$ cat config.mk
export PLATFORM = sky130hd
export DESIGN_NAME = autoptr_port
export DESIGN_NICKNAME = d
export VERILOG_FILES = /design/src/rtl/autoptr_port.sv
export SDC_FILE = /design/constraint.sdc
export NUM_CORES = 1
export LEC_CHECK = 0
export ABC_AREA = 1
export BUFFER_PORTS_ARGS = -buffer_cell sky130_fd_sc_hd__clkbuf_2
export CORE_MARGIN = 2
export CORE_UTILIZATION = 45
export DETAILED_ROUTE_END_ITERATION = 12
export GPL_ROUTABILITY_DRIVEN = 0
export GPL_TIMING_DRIVEN = 0
export PLACE_DENSITY = 0.68
export SETUP_SLACK_MARGIN = 0.05
export SLEW_MARGIN = 20
export SYNTH_ARGS = -nofsm -noshare
export SYNTH_HDL_FRONTEND = slang
export SYNTH_SLANG_ARGS = --single-unit
$ cat constraint.sdc
create_clock -name clk -period 3.8 [get_ports clk]
set_input_delay 0.19 -clock clk [delete_from_list [all_inputs] [get_ports clk]]
set_output_delay 0.19 -clock clk [all_outputs]
set_load 0.005 [all_outputs]
$ cat src/rtl/autoptr_port.sv
`timescale 1ns/1ps
module autoptr_port #(
  parameter int AW = 16,
  parameter int DW = 8,
  parameter logic [15:0] REG_BASE = 16'hE670,
  parameter logic [15:0] PORT0    = 16'hE67B,
  parameter logic [15:0] PORT1    = 16'hE67C
) (
  input  logic          clk,
  input  logic          rst_n,
  input  logic [AW-1:0] cpu_addr,
  input  logic          cpu_rd,
  input  logic          cpu_wr,
  input  logic [DW-1:0] cpu_wdata,
  output logic [DW-1:0] cpu_rdata,
  output logic [AW-1:0] mem_addr,
  output logic          mem_rd,
  output logic          mem_wr,
  output logic [DW-1:0] mem_wdata,
  input  logic [DW-1:0] mem_rdata
);
  localparam int HW = AW - DW;
  localparam logic [AW-1:0] A_CFG = AW'(REG_BASE);
  localparam logic [AW-1:0] A_P0H = AW'(REG_BASE + 16'd1);
  localparam logic [AW-1:0] A_P0L = AW'(REG_BASE + 16'd2);
  localparam logic [AW-1:0] A_P1H = AW'(REG_BASE + 16'd3);
  localparam logic [AW-1:0] A_P1L = AW'(REG_BASE + 16'd4);

  logic [1:0]    cfg;
  logic [AW-1:0] ptr0, ptr1;

  wire port_en = cfg[0];
  wire step_en = cfg[1];
  wire acc     = cpu_rd | cpu_wr;
  wire hit0    = port_en && (cpu_addr == AW'(PORT0));
  wire hit1    = port_en && (cpu_addr == AW'(PORT1));
  wire is_reg  = (cpu_addr >= A_CFG) && (cpu_addr <= A_P1L);

  assign mem_addr  = hit0 ? ptr0 : hit1 ? ptr1 : cpu_addr;
  assign mem_rd    = cpu_rd & ~is_reg;
  assign mem_wr    = cpu_wr & ~is_reg;
  assign mem_wdata = cpu_wdata;

  always_comb begin
    cpu_rdata = mem_rdata;
    if (is_reg) begin
      cpu_rdata = '0;
      case (cpu_addr)
        A_CFG:   cpu_rdata = DW'(cfg);
        A_P0H:   cpu_rdata = DW'(ptr0[AW-1:DW]);
        A_P0L:   cpu_rdata = ptr0[DW-1:0];
        A_P1H:   cpu_rdata = DW'(ptr1[AW-1:DW]);
        A_P1L:   cpu_rdata = ptr1[DW-1:0];
        default: cpu_rdata = '0;
      endcase
    end
  end

  always_ff @(posedge clk or negedge rst_n) begin
    if (!rst_n) begin
      cfg  <= '0;
      ptr0 <= '0;
      ptr1 <= '0;
    end else begin
      if (cpu_wr) begin
        case (cpu_addr)
          A_CFG: cfg <= cpu_wdata[1:0];
          A_P0H: ptr0[AW-1:DW] <= cpu_wdata[HW-1:0];
          A_P0L: ptr0[DW-1:0]  <= cpu_wdata;
          A_P1H: ptr1[AW-1:DW] <= cpu_wdata[HW-1:0];
          A_P1L: ptr1[DW-1:0]  <= cpu_wdata;
          default: ;
        endcase
      end
      if (acc && step_en && hit0) ptr0 <= ptr0 + 1'b1;
      if (acc && step_en && hit1) ptr1 <= ptr1 + 1'b1;
    end
  end

  AST_REG_QUIET: assert property (@(posedge clk) disable iff (!rst_n)
    (acc && is_reg) |-> (!mem_rd && !mem_wr));
  AST_OFF_PASS: assert property (@(posedge clk) disable iff (!rst_n)
    (acc && !port_en) |-> (mem_addr == cpu_addr));
  AST_OFF_HOLD0: assert property (@(posedge clk) disable iff (!rst_n)
    (acc && !port_en && cpu_addr == AW'(PORT0)) |=> $stable(ptr0));
  AST_STEP0: assert property (@(posedge clk) disable iff (!rst_n)
    (acc && hit0 && step_en) |=> (ptr0 == $past(ptr0) + 1'b1));
  AST_STEP1: assert property (@(posedge clk) disable iff (!rst_n)
    (acc && hit1 && step_en) |=> (ptr1 == $past(ptr1) + 1'b1));
  AST_HOLD1: assert property (@(posedge clk) disable iff (!rst_n)
    (acc && hit1 && !step_en) |=> $stable(ptr1));
  AST_WRAP0: assert property (@(posedge clk) disable iff (!rst_n)
    (acc && hit0 && step_en && ptr0 == '1) |=> (ptr0 == '0));
  AST_PASS: assert property (@(posedge clk) disable iff (!rst_n)
    (acc && !is_reg && !hit0 && !hit1) |-> (mem_addr == cpu_addr && mem_rd == cpu_rd));
  AST_ONE_STROBE: assert property (@(posedge clk) disable iff (!rst_n)
    !(mem_rd && mem_wr));
endmodule

-- Word level (Yosys, flattened, before mapping)
Cells that the tools add are included.
- multiply operators: 0
- div/mod/pow operators: 0
- reductions and logical operators: 17
- bitwise operators: 4
- equality and inequality tests: 7
- magnitude comparators: 2
- shift operators: 0
- $add $sub $neg: 2
- mux-type cells: 12
- operators by type and width (kind ; count):
    16-bit == test (second input constant) ; 7
    16-bit two-way mux ; 6
    8-bit two-way mux ; 5
    8-bit case mux with 5 select lines ; 1
    16-bit by 1-bit adder with 16-bit output (second input constant) ; 2
    16-bit greater-or-equal comparator (second input constant) ; 1
    16-bit less-or-equal comparator (second input constant) ; 1
    2-bit nonzero test ; 6
    2-bit AND reduction ; 5
    1-bit logical AND ; 6
    1-bit AND ; 2
    1-bit NOT ; 1
    1-bit bitwise OR ; 1
- word-level logic and storage cells: 49
- bits in writable memories: 0
- memories kept: 0
- latch bits: 0
- bits in read-only memories: 0
- flip-flop bits (word level): 34
- input port bits: 36
- output and inout bits: 34

-- Depth between registers and ports, before layout
Gate-level depths: netlist of the first run.
- word-level depth: 5
- gate-level depth with buffers: 11
- mapped depth without buffers: 10

-- Least setup slack after synthesis of the first run
OpenSTA, ideal clock, no wires.
- path type: register to output
- start: reg cfg[0]
- end: out mem_addr[7]
- cell stages (with the launch flop): 8
- slack: 2.431 ns
- arrival: 1.179 ns
- buffers on the path: 1
- data required time: 3.610 ns
- cell sequence: dfrtp_1 -> nand2_1 -> nor2_1 -> nand3_2 -> buf_4 -> inv_4 -> nand2_1 -> o211ai_1
- longest elaborated chain between the ends: 3
- elaborated cells on any way between the ends: 4
- those cells by class: mux: 2; reduce/logical: 2
- RTL lines (element ; line ; RTL):
    start, declared ; 29 ; logic [1:0] cfg;
    start signal, assigned ; 67 ; A_CFG: cfg <= cpu_wdata[1:0];
    1-bit logical AND ; 36 ; wire hit1 = port_en && (cpu_addr == AW'(PORT1));
    16-bit two-way mux ; 39 ; assign mem_addr = hit0 ? ptr0 : hit1 ? ptr1 : cpu_addr;
    16-bit two-way mux * ; 39 ;
    end, declared ; 16 ; output logic [AW-1:0] mem_addr,
Every way passes the cells marked *; elsewhere a longest branch is shown, timed or not.

-- Final worst setup path of the first run
- start: reg cfg[0]
- end: out mem_addr[9]
Same word-level chain as after synthesis.

==> impl_metrics.csv, run 1 <==
group,metric,value,unit
status,status,"complete, no violations",
global_routing,use_met3,3.339,%
critical_path,path_cells,"nand2_1 > nor2_1 > nand3_1 > o21ai_0 > nor2_1 > clkbuf_2",
floorplan,die_area,8257,um^2
floorplan,coreArea,7292,um^2
drt,drc,0,
global_routing,antenna_found_initial,0,
critical_path,crit_slowest_cell,"dfrtp_1",
power_and_ir_drop,power.density,187.4,nW/um^2
global_routing,grt_usage,29.00,%
cts,numClockSinks,34,
power_and_ir_drop,p_leak,0.002060,uW
global_routing,globalRouteMet2Util,49.81,%
floorplan,io_pins,70,
drt,wirelength,11810,um
power_and_ir_drop,peakVddDrop,0.1286,mV
yosys,avgSynthCellArea,5.989,um^2
global_routing,use_met1,37.12,%
critical_path,crit_type,"flip-flop to output pin",
yosys,syn-num-nets,605,
place,place_area,3865,um^2
drt,drtIter0Drc,306,
yosys,synth.most_common_cell,"nand2_1",
floorplan,placement_rows,31,
place,place_hpwl,9386,um
timing,finalHoldViolCount,0,
yosys,syn-cell-area,3396,um^2
yosys,yosys_most_used_dff,"dfrtp_1",
floorplan,start_util,46.57,%
drt,wl_per_cell,15.92,um
timing,skew,0.006257,ns
hold_path,hold_path.class,"input port to asynchronous set/reset pin",
cts,postCtsHoldBufs,0,
cts,cts-root-buf,"clkbuf_8",
cells_and_area,nets,681,
critical_path,crit_path_start_kind,"flip-flop",
timing,worst_slew_pin_slew,0.9696,ns
drt,route.vias.total,4080,
global_routing,grt_max_degree,35,
timing,period_needed,2.180,ns
cts,cts_tree,"yes",
cts,clk_pin_slew,0.07,ns
timing,rsz0062_at_grt,"no",
critical_path,worstPathRequired,3.61,ns
timing,slew_headroom,35.36,%
drt,viasPerCell,5.499,
yosys,synthTopCellsByArea,"dfrtp_1 (25%), nand2_1 (22%), nand3_1 (11%)",
yosys,async_reset_ff_share,100.0,%
yosys,synth_commonest_cells,"nand2_1 (202), nand3_1 (76), nor2_1 (69)",
drt,dr.pass1.iters,5,
cts,cts_resized,0,
place,place.port_buffers,69,
drt,ant_nets,0,
cts,htreeDepth,2,
flow_run,drv_cap,0,
yosys,synth_warnings,0,
timing,finalSetupViolCount,0,
floorplan,die_x,90.87,um
yosys,synth_top_area_share,25.06,%
critical_path,cpMostUsedCell,"nor2_1",
cells_and_area,final_layout_size_suffix_gt1_share,18.35,%
critical_path,max_stage_delay,0.48,ns
timing,fin_crit_sh,57.37,%
global_routing,busiest_layer,"met2",
critical_path,cp_data_arrival_time,1.99,ns
cts,clockBufferDepth,2,
yosys,synth.distinct_cells,34,
cells_and_area,syn_to_final_growth,16.06,%
yosys,synthCells,567,
cts,clkLatencyLatePin,0.29,ns
yosys,synth_edf_count,0,
yosys,netlist.top_cell.by_area,"dfrtp_1",
timing,slew_viol_final,0,
global_routing,overflow,0,
yosys,yosysSeqAreaShare,25.06,%
global_routing,grt_first_pass_wirelength,18950,um
cts,postCtsSetupRepairBufs,0,
cells_and_area,num_antenna_cells,0,
timing,max_freq,458.7,MHz
cts,numCtsBuffers,5,
critical_path,critPathBufInv,1,
cells_and_area,finalInstanceArea,3941,um^2
global_routing,grt_pass1_vias,3826,
critical_path,end_kind,"output pin",
critical_path,cp_max_fo,10,
floorplan,die_y,90.87,um
critical_path,path_delay_family,"simple AND/OR/NAND/NOR gates",
cells_and_area,final_util,54.05,%
yosys,yosys_register_bits,34,
timing,final.setup.tns,0,ns
[worst register-to-register path, delay by kind of cell, from the launching register on]
family | cells | cell delay, ns
AOI/OAI and AO/OA | 2 | 0.40
buffers and inverters | 1 | 0.05
and+or+nand+nor | 4 | 0.73
DFF | 1 | 0.47
[worst paths after layout]
| path | cells after the start | slack (ns) | to | from |
|---|---|---|---|---|
| max | 6 | 1.62 | mem_addr[9] | cfg[0] |
| min | 1 | 0.05 | ptr0[2] | rst_n |
| max reg2reg | 7 | 2.03 | ptr0[9] | ptr0[2] |
| min reg2reg | 2 | 0.58 | ptr0[15] | ptr0[15] |
| max in group asynchronous | 1 | 3.16 | ptr1[10] | rst_n |
| min in group clk | 3 | 0.20 | cfg[1] | cpu_wdata[1] |
[per-layer routing]
metal / routed length [um] / vias to the layer above
met2: 5631 / 177
met1: 5011 / 1890
met5: 0 / -
met3: 769 / 36
li1: - / 1977
met4: 400 / 0
[stage by stage]
stage	power [uW]	std cells	worst slack, ns	hold WS (ns)
floorplan	412.0	567	2.431	-0.1056
global placement	478.9	735	1.773	0.3788
detailed placement	479.8	735	1.807	0.3796
CTS	736.6	742	1.706	0.07420
global route	767.0	742	1.544	0.1286
finish	738.6	742	1.620	0.04532
[flip-flops by register name, summed over array words and instances (netlist names)]
register and count:
ptr1 16, cfg 2, ptr0 16
[layout by cell type (no fill, tap or decap), types with 2 or more instances in the layout]
cell      synthesis  final
nand3_1          76     76
clkbuf_8          0      5
ha_1              2      2
xnor2_1           3      3
clkbuf_2          2     71
nand4_1          12     12
clkbuf_1          1      3
o22ai_1           2      2
nor2_4            2      2
o21ai_2           2      2
o211ai_1         14     14
buf_2             4      4
a21oi_1           8      8
o21ai_0          33     33
nor2_1           69     69
nor2_8            2      2
xor2_1           10     10
nand4_2           3      3
inv_1            52     52
buf_6             5      5
nor2_2            3      3
buf_4            10     10
nand2_2           3      3
o21ai_1           2      2
inv_2             3      3
dfrtp_1          34     34
nand2_1         202    202
[area by class of cell]
cell class	instances	area (um^2)
fillers	823	3351
inverters	56	212.7
well taps	99	123.9
repair buffers	69	345.3
multi-input cells	455	2167
plain buffers	22	165.2
clock buffers	7	76.32
flip-flops and latches	34	850.8
[power by group]
part           internal, uW  switching [uW]  total (uW)
clock network           126             138         265
logic                  43.3            68.7         112
registers               362           0.209         362
[cell families (layout without fill, tap and decap cells)]
family | after synthesis | count (layout) | synth area share (%)
buffers and inverters | 78 | 154 | 11.13
and+or+nand+nor | 377 | 377 | 48.75
xor gates and xnor gates | 13 | 13 | 3.353
DFF | 34 | 34 | 25.06
AOI/OAI and AO/OA | 63 | 63 | 10.98
adders and majority gates | 2 | 2 | 0.7368
(Power assumes the default switching activity.)
==> run 2, diff against run 1 <==
--- a/config.mk
+++ b/config.mk
@@ -12,7 +12,7 @@
 export DETAILED_ROUTE_END_ITERATION = 12
 export GPL_ROUTABILITY_DRIVEN = 0
 export GPL_TIMING_DRIVEN = 0
-export PLACE_DENSITY = 0.68
+export PLACE_DENSITY = 0.7
 export SETUP_SLACK_MARGIN = 0.05
 export SLEW_MARGIN = 20
 export SYNTH_ARGS = -nofsm -noshare
==> constraint.sdc (replaced) <==
create_clock -name clk -period 1.8 [get_ports clk]
set_input_delay 0.09 -clock clk [delete_from_list [all_inputs] [get_ports clk]]
set_output_delay 0.09 -clock clk [all_outputs]
set_load 0.005 [all_outputs]
==> run 2 against run 1 <==
  * Highest routed layer unchanged
  * Clock power grew to 2.6 times the previous value
  * Critical path depth is the same
  * Non-clock buffer count is 16 higher
  * Clock-buffer cell count is 1 higher
  * Combinational power up 120%
  * Cell area grew 6.8%
  * Via count is 3.6% higher
  * Die area unchanged
  * Sequential cell count unchanged
  * Cell count is 2.4% higher
  * Sequential power grew 110%
==> impl_metrics.csv, run 2 (same netlist as run 1, synthesis figures left out) <==
group,metric,value,unit
global_routing,antenna_found_initial,0,
place,place.port_buffers,69,
floorplan,placement_rows,31,
global_routing,grt_usage,28.85,%
critical_path,path_delay_family,"simple AND/OR/NAND/NOR gates",
cts,cts_tree,"yes",
timing,fin_crit_sh,95.81,%
cts,htreeDepth,2,
drt,drtIter0Drc,325,
flow_run,drv_cap,0,
global_routing,overflow,0,
critical_path,worstPathRequired,1.71,ns
drt,drc,0,
floorplan,io_pins,70,
timing,worst_slew_pin_slew,0.9507,ns
cells_and_area,final_common_cell,"nand2_1",
timing,finalSetupViolCount,0,
drt,wirelength,12310,um
cts,numClockSinks,34,
cells_and_area,multi_input_area,2252,um^2
timing,rsz0062_at_grt,"yes",
cells_and_area,final_layout_size_suffix_gt1_share,23.00,%
floorplan,die_y,90.87,um
critical_path,cp_max_fo,5,
critical_path,crit_slowest_cell,"dfrtp_2",
power_and_ir_drop,power.density,403.6,nW/um^2
global_routing,grt_first_pass_wirelength,18980,um
floorplan,die_area,8257,um^2
floorplan,die_x,90.87,um
cells_and_area,final_util,57.72,%
cts,clockBufferDepth,2,
cells_and_area,reg_top3,"ptr0 (16), ptr1 (16), cfg (2)",
critical_path,max_stage_delay,0.39,ns
floorplan,start_util,46.57,%
drt,viasPerCell,5.561,
critical_path,path_cells,"nand2_4 > nor2_4 > nand3_1 > o21ai_1 > nor2_1 > clkbuf_2",
timing,slew_headroom,36.62,%
hold_path,hold_path.class,"input port to flip-flop",
critical_path,critPathBufInv,1,
hold_path,hold_path_depth,3,
cells_and_area,n_fill_cell,751,
critical_path,crit_cells,6,
floorplan,coreArea,7292,um^2
critical_path,crit_path_start_kind,"flip-flop",
cells_and_area,num_antenna_cells,0,
place,place_hpwl,9256,um
drt,ant_nets,0,
cells_and_area,nets,698,
critical_path,end_kind,"output pin",
cts,clk_pin_slew,0.07,ns
global_routing,grt_max_degree,35,
timing,period_needed,1.725,ns
power_and_ir_drop,p_leak,0.002187,uW
cts,clkLatencyLatePin,0.30,ns
timing,max_freq,579.8,MHz
timing,skew,0.005863,ns
timing,slew_viol_final,0,
cells_and_area,syn_to_final_growth,23.95,%
status,status,"complete, no violations",
power_and_ir_drop,peakVddDrop,0.3072,mV
critical_path,r2r.worst_path.cells,9,
global_routing,grt_pass1_vias,3810,
timing,finalHoldViolCount,0,
cells_and_area,layout.area.seq,852.1,um^2
cells_and_area,layout_common_cells,"nand2_1 (199), nand3_1 (75), clkbuf_2 (69)",
critical_path,crit_type,"flip-flop to output pin",
critical_path,cp_data_arrival_time,1.63,ns
cts,cts-root-buf,"clkbuf_8",
timing,final.setup.tns,0,ns
drt,wl_per_cell,16.20,um
drt,dr.pass1.iters,6,
drt,route.vias.total,4226,
cts,numCtsBuffers,5,
run 2: cell count changes in the layout (fill, tap and decap cells not counted), sizes merged:
cell         before  now
dlygate4sd3       0    1
buf              19   36
nand3            78   79
clkbuf           79   78
run 2: final timing paths:
path	endpoint	start	slack, ns
max	mem_addr[4]	cfg[0]	0.08
min	cfg[0]	cpu_wdata[0]	0.12
max reg2reg	ptr0[10]	ptr0[1]	0.13
min reg2reg	ptr0[15]	ptr0[15]	0.57
max in group asynchronous	cfg[0]	rst_n	0.69
min in group asynchronous	ptr0[5]	rst_n	0.47
run 2: worst min-delay path, cell delays in order:
cell and delay [ns]:
clkbuf_2 0.16, nand2_1 0.09, nand2_1 0.04
run 2: repair_timing:
action / in CTS / in global routing
setup buffers: 2 / 13
setup endpoints to repair: 24 / 31
gates cloned: 1 / 0
endpoints found under the hold margin: 34 / 0
pin swaps: 2 / 7
hold buffers: 1 / 0
gates resized for setup: 10 / 23
run 2: metrics by stage:
step	std cells	cell area, um^2	power, uW	setup slack [ns]	hold slack [ns]
floorplan	567	3396	869.8	0.4545	-0.2056
global placement	735	3865	1010	-0.02660	0.2748
detailed placement	735	3865	1012	-0.04993	0.2704
CTS	747	4024	1701	0.03988	0.1113
global route	760	4209	1770	-0.05235	0.1230
finish	760	4209	1699	0.07541	0.1158
run 2: cell type report:
type / count / area share (%)
inverter: 56 / 5.172
clock buffer: 8 / 2.616
sequential: 34 / 20.24
tap: 99 / 2.943
timing repair buffer: 85 / 11.41
multi-input combinational: 456 / 53.51
buffer: 22 / 4.102
run 2: per-layer routing:
layer | global-route usage (%) | up-vias | wire length [um]
met5 | 0 | - | 0
met4 | 9.975 | 0 | 454
met3 | 4.174 | 42 | 976
met2 | 50.06 | 236 | 5927
met1 | 36.54 | 1931 | 4952
li1 | - | 2017 | -
run 2: power breakdown:
part           switching [uW]  total [uW]  internal [uW]
clock network             298         685            387
registers               0.432         764            764
logic                     153         250           96.8
total                     451        1700           1250
==> run 3, diff against run 2 <==
--- a/config.mk
+++ b/config.mk
@@ -7,12 +7,11 @@
 export LEC_CHECK = 0
 export ABC_AREA = 1
 export BUFFER_PORTS_ARGS = -buffer_cell sky130_fd_sc_hd__clkbuf_2
-export CORE_MARGIN = 2
 export CORE_UTILIZATION = 45
 export DETAILED_ROUTE_END_ITERATION = 12
 export GPL_ROUTABILITY_DRIVEN = 0
 export GPL_TIMING_DRIVEN = 0
-export PLACE_DENSITY = 0.7
+export PLACE_DENSITY = 0.68
 export SETUP_SLACK_MARGIN = 0.05
 export SLEW_MARGIN = 20
 export SYNTH_ARGS = -nofsm -noshare
==> constraint.sdc (replaced) <==
create_clock -name clk -period 1.63 [get_ports clk]
set_input_delay 0.0815 -clock clk [delete_from_list [all_inputs] [get_ports clk]]
set_output_delay 0.0815 -clock clk [all_outputs]
set_load 0.005 [all_outputs]
==> run 3 against run 2 <==
  * The run now ends with negative setup slack left
  * Power grew 11%
  * Core utilization rose by 3.7 points
  * Cell count is 1.1% higher
  * Critical path type unchanged
  * Worst hold slack improved by 0.00066 ns
  * Register-to-register slack lost 0.02 ns
  * Combinational power increased by 13%
  * Cell area grew 6.3%
==> impl_metrics.csv, run 3 (same netlist as run 1, synthesis figures left out) <==
group,metric,value,unit
timing,skew,0.005432,ns
drt,wirelength,12660,um
critical_path,crit_type,"flip-flop to output pin",
critical_path,startpoint,"cfg[0]",
cts,cts_tree,"yes",
power_and_ir_drop,switching_power,507.8,uW
floorplan,start_util,46.57,%
cells_and_area,layout_common_cells,"nand2_1 (191), nand3_1 (73), clkbuf_2 (64)",
cts,numClockSinks,34,
power_and_ir_drop,p_leak,0.002262,uW
critical_path,end_kind,"output pin",
power_and_ir_drop,peakVddDrop,0.3439,mV
timing,worst_slew_pin_slew,0.9685,ns
global_routing,antenna_found_initial,0,
place,dp_cells,735,
critical_path,r2r_start,"ptr0[5]",
critical_path,worstPathRequired,1.55,ns
cells_and_area,final_layout_size_suffix_gt1_share,30.34,%
status,status,"finished with violations",
floorplan,coreArea,7292,um^2
cts,clockBufferDepth,2,
power_and_ir_drop,p_int,1378,uW
drt,ant_nets,0,
global_routing,grt_max_degree,35,
critical_path,reg2reg_slack,0.11,ns
floorplan,die_x,88.87,um
timing,finalSetupViolCount,7,
timing,finalHoldViolCount,0,
cells_and_area,fin_cells,768,
floorplan,die_y,88.87,um
hold_path,hold_path.class,"input port to flip-flop",
power_and_ir_drop,swShare,26.92,%
timing,setup_ws,-0.05807,ns
drt,wl_per_cell,16.48,um
critical_path,r2r_end,"ptr0[9]",
drt,drc,0,
cells_and_area,num_antenna_cells,0,
timing,final.setup.tns,-0.1486,ns
cts,cts-root-buf,"clkbuf_8",
critical_path,setup.worst_path.end,"mem_addr[2]",
cells_and_area,nets,706,
power_and_ir_drop,pwr-share-comb,14.9,%
floorplan,placement_rows,31,
cts,numCtsBuffers,5,
timing,period_needed,1.688,ns
drt,dr.pass1.iters,5,
floorplan,die_area,7898,um^2
place,place_hpwl,9236,um
flow_run,drv_cap,0,
place,place.port_buffers,69,
timing,whs,0.1165,ns
power_and_ir_drop,clkPwrFrac,40.3,%
cells_and_area,final_util,61.38,%
timing,rsz0062_at_grt,"yes",
global_routing,grt_usage,32.62,%
critical_path,crit_path_start_kind,"flip-flop",
drt,viasPerCell,5.598,
place,pre_cts_ws,-0.2004,ns
status,violations,"negative setup slack",
cts,clk_pin_slew,0.07,ns
cts,clkLatencyLatePin,0.30,ns
timing,fin_crit_sh,103.6,%
critical_path,r2r.worst_path.cells,8,
cells_and_area,syn_to_final_growth,31.80,%
cells_and_area,reg_top3,"ptr0 (16), ptr1 (16), cfg (2)",
global_routing,grt_first_pass_wirelength,19220,um
global_routing,overflow,0,
drt,route.vias.total,4299,
timing,slew_viol_final,0,
timing,max_freq,592.4,MHz
critical_path,cp_max_fo,5,
power_and_ir_drop,power.density,421.5,nW/um^2
timing,slew_headroom,35.43,%
cells_and_area,final_common_cell,"nand2_1",
critical_path,cp_data_arrival_time,1.61,ns
power_and_ir_drop,p_seq_share,44.7,%
cts,htreeDepth,2,
drt,drtIter0Drc,401,
floorplan,io_pins,70,
global_routing,grt_pass1_vias,3904,
-- run 3: per-layer routing --
layer  vias up  global-route usage [%]  share of wire (%)  wire, um
met5         -                       0                  0         0
met4         0                   14.81                3.7       472
met3        49                   4.291                8.4      1059
met2       263                   55.38                 47      5989
met1      1951                   41.19                 41      5135
li1       2036                       -                  -         -
-- run 3: cell type report --
class / instances / area (um^2)
Fill cell: 718 / 2816
Multi-Input combinational cell: 456 / 2421
Sequential cell: 34 / 865.8
Timing Repair Buffer: 92 / 534.3
Inverter: 56 / 220.2
Buffer: 22 / 193.9
Tap cell: 99 / 123.9
Clock buffer: 8 / 110.1
Timing Repair inverter: 1 / 6.256
-- run 3: through the flow --
stage,power [uW],cell area [um^2]
finish,1886,4476
global placement,1117,3865
CTS,1884,4213
floorplan,960.5,3396
global route,1945,4476
detailed placement,1118,3865
-- run 3: power groups by stage --
stage | logic (uW) | registers, uW | clock network [uW]
floorplan | 100 | 860 | 0
global placement | 256 | 860 | 0
detailed placement | 258 | 860 | 0
CTS | 267 | 844 | 773
global route | 309 | 843 | 793
finish | 282 | 844 | 761
-- run 3: worst min-delay path by stage --
stage | startpoint | endpoint | slack (ns) | depth (start not counted)
after floorplan | rst_n | cfg[0] | -0.21 | 0
after global routing | cpu_wdata[0] | cfg[0] | 0.14 | 3
after detailed placement | rst_n | ptr0[1] | 0.27 | 1
after CTS | cpu_wdata[7] | ptr1[7] | 0.11 | 3
after global placement | rst_n | ptr0[2] | 0.27 | 1
final | cpu_wdata[0] | cfg[0] | 0.12 | 3
-- run 3: what timing repair did --
item	in CTS	in global routing
setup endpoints to repair	31	50
buffers inserted	13	8
hold buffers	1	0
gates cloned	2	2
pin swaps	9	13
hold endpoints to repair	34	0
resized for setup	42	77
-- run 3: critical path, stage by stage (launching register included) --
cell	delay, ns
dfrtp_2	0.40
nand2_4	0.07
nor2_4	0.19
nand3_2	0.20
o21ai_1	0.23
nand2_1	0.10
clkbuf_2	0.12
